==> src/rtl/cfgp_pkg.sv <==
package cfgp_pkg;
  localparam logic [31:0] SYNC_WORD = 32'hAA995566;
  localparam logic [31:0] NOOP_WORD = 32'h20000000;

  localparam logic [2:0] HT_SHORT = 3'b001;
  localparam logic [2:0] HT_LONG  = 3'b010;

  localparam logic [1:0] OP_NOP  = 2'b00;
  localparam logic [1:0] OP_READ = 2'b01;
  localparam logic [1:0] OP_WR   = 2'b10;
  localparam logic [1:0] OP_RSVD = 2'b11;

  localparam logic [4:0] RA_CRC  = 5'd0;
  localparam logic [4:0] RA_FAR  = 5'd1;
  localparam logic [4:0] RA_FDRI = 5'd2;
  localparam logic [4:0] RA_FDRO = 5'd3;
  localparam logic [4:0] RA_CMD  = 5'd4;

  localparam logic [4:0] CMD_CRC_RST = 5'b00111;
  localparam logic [4:0] CMD_START   = 5'b00101;
  localparam logic [4:0] CMD_DESYNC  = 5'b01101;

  typedef struct packed {
    logic [2:0] blk;
    logic       top;
    logic [4:0] row;
    logic [9:0] col;
    logic [6:0] minor;
  } far_t;

  typedef struct packed {
    logic        is_noop;
    logic        is_short;
    logic        is_long;
    logic [1:0]  op;
    logic [4:0]  addr;
    logic [26:0] len;
  } hdr_t;
endpackage

==> src/rtl/cfgp_hdr_decode.sv <==
module cfgp_hdr_decode
  import cfgp_pkg::*;
(
  input  logic [31:0] word,
  output hdr_t        hdr
);
  always_comb begin
    hdr.is_noop  = (word == NOOP_WORD);
    hdr.is_short = (word[31:29] == HT_SHORT) && !hdr.is_noop;
    hdr.is_long  = (word[31:29] == HT_LONG);
    hdr.op       = word[28:27];
    hdr.addr     = word[17:13];
    hdr.len      = hdr.is_long ? word[26:0] : {16'd0, word[10:0]};
  end
endmodule

==> src/rtl/cfgp_far_split.sv <==
module cfgp_far_split
  import cfgp_pkg::*;
(
  input  logic        clk,
  input  logic        rst,
  input  logic        ld,
  input  logic [31:0] word,
  output far_t        far_q
);
  always_ff @(posedge clk) begin
    if (rst)     far_q <= '0;
    else if (ld) far_q <= far_t'(word[25:0]);
  end


  far_hold_chk: assert property (@(posedge clk) disable iff (rst)
    !ld |=> $stable(far_q));
endmodule

==> src/rtl/cfgp_cmd_decode.sv <==
module cfgp_cmd_decode
  import cfgp_pkg::*;
(
  input  logic       clk,
  input  logic       rst,
  input  logic       ld,
  input  logic [4:0] code,
  output logic       crc_rst_p,
  output logic       start_p,
  output logic       desync_p
);
  always_ff @(posedge clk) begin
    if (rst) begin
      crc_rst_p <= 1'b0;
      start_p   <= 1'b0;
      desync_p  <= 1'b0;
    end else begin
      crc_rst_p <= ld && (code == CMD_CRC_RST);
      start_p   <= ld && (code == CMD_START);
      desync_p  <= ld && (code == CMD_DESYNC);
    end
  end


  cmd_onehot_chk: assert property (@(posedge clk) disable iff (rst)
    $onehot0({crc_rst_p, start_p, desync_p}));

  cmd_single_chk: assert property (@(posedge clk) disable iff (rst)
    start_p |=> !start_p || $past(ld));
endmodule

==> src/rtl/cfg_stream_parser.sv <==
module cfg_stream_parser
  import cfgp_pkg::*;
#(
  parameter int FRAME_WORDS = 101,
  parameter int LEN_W       = 27
) (
  input  logic        clk,
  input  logic        rst,
  input  logic        in_valid,
  input  logic [31:0] in_data,
  output logic        in_ready,
  output logic        synced,
  output logic        reg_wr_valid,
  output logic [4:0]  reg_wr_addr,
  output logic [31:0] reg_wr_data,
  output logic        frame_wr_valid,
  output logic [31:0] frame_wr_data,
  output logic [2:0]  far_block,
  output logic        far_top,
  output logic [4:0]  far_row,
  output logic [9:0]  far_col,
  output logic [6:0]  far_minor,
  output logic        crc_reset_pulse,
  output logic        start_pulse,
  output logic        desync_pulse,
  output logic        proto_err
);
  localparam logic [LEN_W-1:0] FRAME_LEN = LEN_W'(FRAME_WORDS);
  localparam logic [LEN_W-1:0] ONE_LEN   = LEN_W'(1);

  typedef enum logic [1:0] {ST_UNSYNC, ST_HDR, ST_DATA} st_t;

  st_t              st_q;
  logic [LEN_W-1:0] left_q;
  logic [4:0]       reg_q;
  logic [1:0]       op_q;
  logic             have_short_q;
  logic             rdy_q;
  hdr_t             hd;
  far_t             far_w;

  logic             take;
  logic             pay_wr;
  logic             far_ld;
  logic             cmd_ld;
  logic             desync_hit;
  logic [4:0]       tgt_reg;
  logic [1:0]       tgt_op;
  logic             frame_len_bad;

  cfgp_hdr_decode u_hdr (.word(in_data), .hdr(hd));

  assign take       = in_valid && rdy_q;
  assign pay_wr     = take && (st_q == ST_DATA) && (op_q == OP_WR);
  assign far_ld     = pay_wr && (reg_q == RA_FAR);
  assign cmd_ld     = pay_wr && (reg_q == RA_CMD);
  assign desync_hit = cmd_ld && (in_data[4:0] == CMD_DESYNC);

  always_comb begin
    tgt_reg = hd.is_short ? hd.addr : reg_q;
    tgt_op  = hd.is_short ? hd.op   : op_q;
    frame_len_bad = (tgt_reg == RA_FDRI) && (tgt_op == OP_WR) &&
                    ((hd.len[LEN_W-1:0] % FRAME_LEN) != '0);
  end

  always_ff @(posedge clk) begin
    if (rst) begin
      st_q           <= ST_UNSYNC;
      left_q         <= '0;
      reg_q          <= '0;
      op_q           <= OP_NOP;
      have_short_q   <= 1'b0;
      rdy_q          <= 1'b0;
      proto_err      <= 1'b0;
      reg_wr_valid   <= 1'b0;
      reg_wr_addr    <= '0;
      reg_wr_data    <= '0;
      frame_wr_valid <= 1'b0;
      frame_wr_data  <= '0;
    end else begin
      rdy_q          <= 1'b1;
      reg_wr_valid   <= 1'b0;
      frame_wr_valid <= 1'b0;
      if (take) begin
        unique case (st_q)
          ST_UNSYNC: begin
            if (in_data == SYNC_WORD) begin
              st_q         <= ST_HDR;
              have_short_q <= 1'b0;
            end
          end
          ST_HDR: begin
            if (hd.is_noop) begin
              st_q <= ST_HDR;
            end else if (hd.is_short) begin
              if (hd.op == OP_RSVD) begin
                proto_err <= 1'b1;
              end else begin
                reg_q        <= hd.addr;
                op_q         <= hd.op;
                have_short_q <= 1'b1;
                if (frame_len_bad) proto_err <= 1'b1;
                if (hd.len != '0) begin
                  left_q <= hd.len[LEN_W-1:0];
                  st_q   <= ST_DATA;
                end
              end
            end else if (hd.is_long) begin
              if (!have_short_q) begin
                proto_err <= 1'b1;
              end else begin
                if (frame_len_bad) proto_err <= 1'b1;
                if (hd.len != '0) begin
                  left_q <= hd.len[LEN_W-1:0];
                  st_q   <= ST_DATA;
                end
              end
            end else begin
              proto_err <= 1'b1;
            end
          end
          ST_DATA: begin
            left_q <= left_q - ONE_LEN;
            if (left_q == ONE_LEN) st_q <= ST_HDR;
            if (op_q == OP_WR) begin
              if (reg_q == RA_FDRI) begin
                frame_wr_valid <= 1'b1;
                frame_wr_data  <= in_data;
              end else begin
                reg_wr_valid <= 1'b1;
                reg_wr_addr  <= reg_q;
                reg_wr_data  <= in_data;
              end
            end
            if (desync_hit) begin
              st_q         <= ST_UNSYNC;
              have_short_q <= 1'b0;
            end
          end
          default: st_q <= ST_UNSYNC;
        endcase
      end
    end
  end

  cfgp_far_split u_far (
    .clk(clk), .rst(rst), .ld(far_ld), .word(in_data), .far_q(far_w)
  );

  cfgp_cmd_decode u_cmd (
    .clk(clk), .rst(rst), .ld(cmd_ld), .code(in_data[4:0]),
    .crc_rst_p(crc_reset_pulse), .start_p(start_pulse), .desync_p(desync_pulse)
  );

  assign in_ready  = rdy_q;
  assign synced    = (st_q != ST_UNSYNC);
  assign far_block = far_w.blk;
  assign far_top   = far_w.top;
  assign far_row   = far_w.row;
  assign far_col   = far_w.col;
  assign far_minor = far_w.minor;


  frame_excl_chk: assert property (@(posedge clk) disable iff (rst)
    !(reg_wr_valid && frame_wr_valid));

  frame_addr_chk: assert property (@(posedge clk) disable iff (rst)
    reg_wr_valid |-> (reg_wr_addr != RA_FDRI));

  err_sticky_chk: assert property (@(posedge clk) disable iff (rst)
    proto_err |=> proto_err);

  desync_drop_chk: assert property (@(posedge clk) disable iff (rst)
    desync_pulse |-> !synced);

  unsync_quiet_chk: assert property (@(posedge clk) disable iff (rst)
    !synced && !desync_pulse |-> !reg_wr_valid && !frame_wr_valid);

  take_only_chk: assert property (@(posedge clk) disable iff (rst)
    !in_valid |=> !reg_wr_valid && !frame_wr_valid);
endmodule

==> config.mk <==
export PLATFORM = sky130hd
export DESIGN_NAME = cfg_stream_parser
export DESIGN_NICKNAME = d
export VERILOG_FILES = /design/src/rtl/cfgp_pkg.sv /design/src/rtl/cfgp_hdr_decode.sv /design/src/rtl/cfgp_far_split.sv /design/src/rtl/cfgp_cmd_decode.sv /design/src/rtl/cfg_stream_parser.sv
export SDC_FILE = /design/constraint.sdc
export NUM_CORES = 1
export LEC_CHECK = 0
export BUFFER_PORTS_ARGS = -buffer_cell sky130_fd_sc_hd__buf_2
export CELL_PAD_IN_SITES_DETAIL_PLACEMENT = 1
export CELL_PAD_IN_SITES_GLOBAL_PLACEMENT = 2
export CORE_ASPECT_RATIO = 0.75
export CORE_MARGIN = 3
export CORE_UTILIZATION = 34
export CTS_CLUSTER_DIAMETER = 80
export DETAILED_ROUTE_END_ITERATION = 10
export HOLD_SLACK_MARGIN = 0.05
export PLACE_DENSITY_LB_ADDON = 0.1
export SLEW_MARGIN = 20
export SYNTH_ARGS = -nofsm -noshare
export SYNTH_HDL_FRONTEND = slang
export SYNTH_SLANG_ARGS = --single-unit
==> constraint.sdc <==
create_clock -name clk -period 16.5 [get_ports clk]
set_input_delay 0.825 -clock clk [delete_from_list [all_inputs] [get_ports clk]]
set_output_delay 0.825 -clock clk [all_outputs]
set_load 0.05 [all_outputs]
==> run metrics <==
Detailed Route WL=around 58000 um; Core Footprint=38790 sq um; fin crit share=0.9603; Via-to-Cell Ratio=6.009; nets=2163; wire length per cell=21.87 um; synth top area cells=dfxtp_1 21%, nand2_1 10%, a21oi_1 7.1%; sequential fraction of the synthesis area=0.2051; HP Class=reg2reg; Hold Path Cell Cnt=2; run status=finished, final reports clean; #FFs+latches synth=139; critical path's largest stage delay=0.53 ns; first-pass GRT wire length=90200 um; Worst setup EP type=register; Slew HR=0.2690; Yosys top cell by area=dfxtp_1; endpoints failing hold=0; Max Fanout on Critical Path=11; Req. time, crit path=16.84 ns; synth unique cells=about 130; RR Endpoint=have_short_q$_SDFFE_PP0P_; crit start category=input pin; via count=15.92k; reg2reg setup slack=12.90 ns; post-DP HPWL=42560 um; final setup fails=0; top_reg_cell synth=dfxtp_1; CTS Buf Count=17; clock skew=0.01109 ns; Die Span X=236.6 um; sink of the worst hold path=u_far.far_q[7]$_SDFFE_PP0P_; Root Buffer Master=clkbuf_16; drt first pass iters=5; WP data arrival=16.19 ns; gr usage total=0.2657; vias in the first global route=15.42k; CTS Sinks=around 140; Starting Density=0.3497; Longest Clk Path Bufs=2; Placer Congestion=around 0.9; EDFF count, synth=0; H-tree level count=4; Rows=62; DRC=0; I/O pin total=about 140; Routed Antenna Nets=0; Port Buf Inserts=about 140; Pins Over Slew Limit=0; final setup TNS=0 ns; min Tclk post-route=between 15 and 20 ns; CP Class=in2reg; hold_sp=u_far.far_q[7]$_SDFFE_PP0P_; Syn Nets=roughly 2k; Die ar.=around 42000 sq um; share of layout cells above drive strength 1=0.2211; Die Height=approximately 180 um; slew of the pin with the lowest slew margin=1.094 ns; Clock Pin Slew Worst Setup and Hold Paths=0.06 ns; CTS tree=built; initial antenna violation count=3; RR Startpoint=st_q[0]$_SDFFE_PP0P_; FF-to-FF path depth=12; Area Overhead vs Synth=21.55%; Avg Cell Area, Syn=a little under 7 sq um; Iter 0 DRT Violations=1210; CP max-delay cell=or4_1; YS warnings=0; FILL cells=4922; gr ovfl total=0; max_cap viols=0; synthesized area=13560 sq um; largest net degree at the start of global routing=79; highest clock rate=0.06311 GHz; post-synthesis async set-or-reset flop share=0; hold buffers post-CTS=0; top cell type's share of synthesized area=0.2051; Skew-Pair Late Insertion Delay=0.46 ns; Mapped Cells=~2.0k
critical path: cells and delay by family:
family,cells,cell delay (ns)
fa+ha+maj,2,0.75
buf+inv,3,0.54
compound gates,28,6.61
mux,4,1.17
xor+xnor,3,0.51
simple gates,18,5.76
state kept, by name, indices dropped and copies added (netlist names):
name             flops
in_ready             1
u_cmd.crc_rst_p      1
frame_wr_valid       1
frame_wr_data       32
st_q                 2
reg_wr_data         32
u_far.far_q         26
reg_wr_valid         1
have_short_q         1
reg_q                5
u_cmd.desync_p       1
reg_wr_addr          5
u_cmd.start_p        1
op_q                 2
left_q              27
proto_err            1
metal layers:
metal	up-vias	share of wire	GRT usage
met4	0	0.0099	0.04079
met3	43	0.047	0.04659
met1	7956	0.52	0.4016
li1	7583	-	-
met2	335	0.43	0.3978
met5	-	0	0
worst max-delay path by stage:
stage	from	endpoint	slack [ns]	cells after the start
floorplan	in_data[29]	proto_err$_SDFFE_PP0P_	1.51	60
global placement	in_data[29]	proto_err$_SDFFE_PP0P_	-0.14	56
detailed placement	in_data[29]	proto_err$_SDFFE_PP0P_	-0.38	58
CTS	in_data[29]	proto_err$_SDFFE_PP0P_	0.02	58
global route	in_data[26]	proto_err$_SDFFE_PP0P_	-0.05	58
finish	in_data[29]	proto_err$_SDFFE_PP0P_	0.66	58
per-stage QoR:
step / setup slack [ns] / util / cell area [sq um] / instances / hold WS (ns)
2_1_floorplan: 1.512 / - / 13560 / 1952 / 0.4520
3_3_place_gp: -0.1364 / 0.3958 / 15350 / 2596 / 0.4375
3_5_place_dp: -0.3791 / 0.3958 / 15350 / 2596 / 0.4418
4_1_cts: 0.01759 / 0.4114 / 15960 / 2628 / 0.4510
5_1_grt: -0.05185 / 0.4249 / 16480 / 2647 / 0.4704
6_report: 0.6550 / 0.4251 / 16490 / 2649 / 0.4464
area by class of cell:
class | instances | area, sq um | share of cell area
flip-flops and latches | 139 | 2783 | 0.1688
multi-input cells | 1646 | 10480 | 0.6358
inverters | 37 | 138.9 | 0.008424
diodes | 2 | 5.005 | 0.0003036
clock inverters | 12 | 137.6 | 0.008348
repair buffers | 281 | 1833 | 0.1112
well taps | 512 | 640.6 | 0.03886
clock buffers | 20 | 466.7 | 0.02831
repair_timing:
item / in CTS / in global routing
endpoints found under the setup margin: 0 / 1
setup buffers: 0 / 18
gates resized for setup: 0 / 73
cells in the mapped netlist (14+ instances only):
| master | n |
|---|---|
| nand2_1 | 360 |
| a21oi_1 | 192 |
| nor2_1 | 168 |
| dfxtp_1 | 139 |
| clkbuf_1 | 108 |
| o21ai_0 | 92 |
| xnor2_1 | 55 |
| nand3_1 | 50 |
| nor3_1 | 49 |
| mux2i_1 | 37 |
| inv_1 | 33 |
| a211oi_1 | 30 |
| nor4_1 | 30 |
| and2_1 | 27 |
| o211ai_1 | 26 |
| or3_1 | 24 |
| nand4_1 | 21 |
| o21ai_1 | 21 |
| and3_1 | 20 |
| o22ai_1 | 20 |
| a22oi_1 | 19 |
| a31oi_1 | 19 |
| o21a_1 | 19 |
| o2111ai_1 | 17 |
| buf_2 | 14 |
placed cells by master, fill, tap and decap left out, types with 26 or more instances in the layout:
cell type,instances
a211oi_1,26
a21oi_1,191
and2_1,27
buf_2,132
buf_4,140
dfxtp_1,139
inv_1,33
mux2i_1,35
nand2_1,358
nand3_1,50
nor2_1,162
nor3_1,47
nor4_1,26
o211ai_1,26
o21ai_0,87
xnor2_1,52
logic make-up after synthesis:
kind of cell             synth area share
XOR/XNOR                          0.05129
AND/OR/NAND/NOR                    0.2917
buffers and inverters             0.04972
multiplexers                      0.04409
AO/OA/AOI/OAI                      0.3472
adder cells (fa/ha/maj)           0.01088
flip-flops                         0.2051
Power is not shown: default switching activity piles up to over one toggle a cycle in this logic, so the estimate is an artifact.
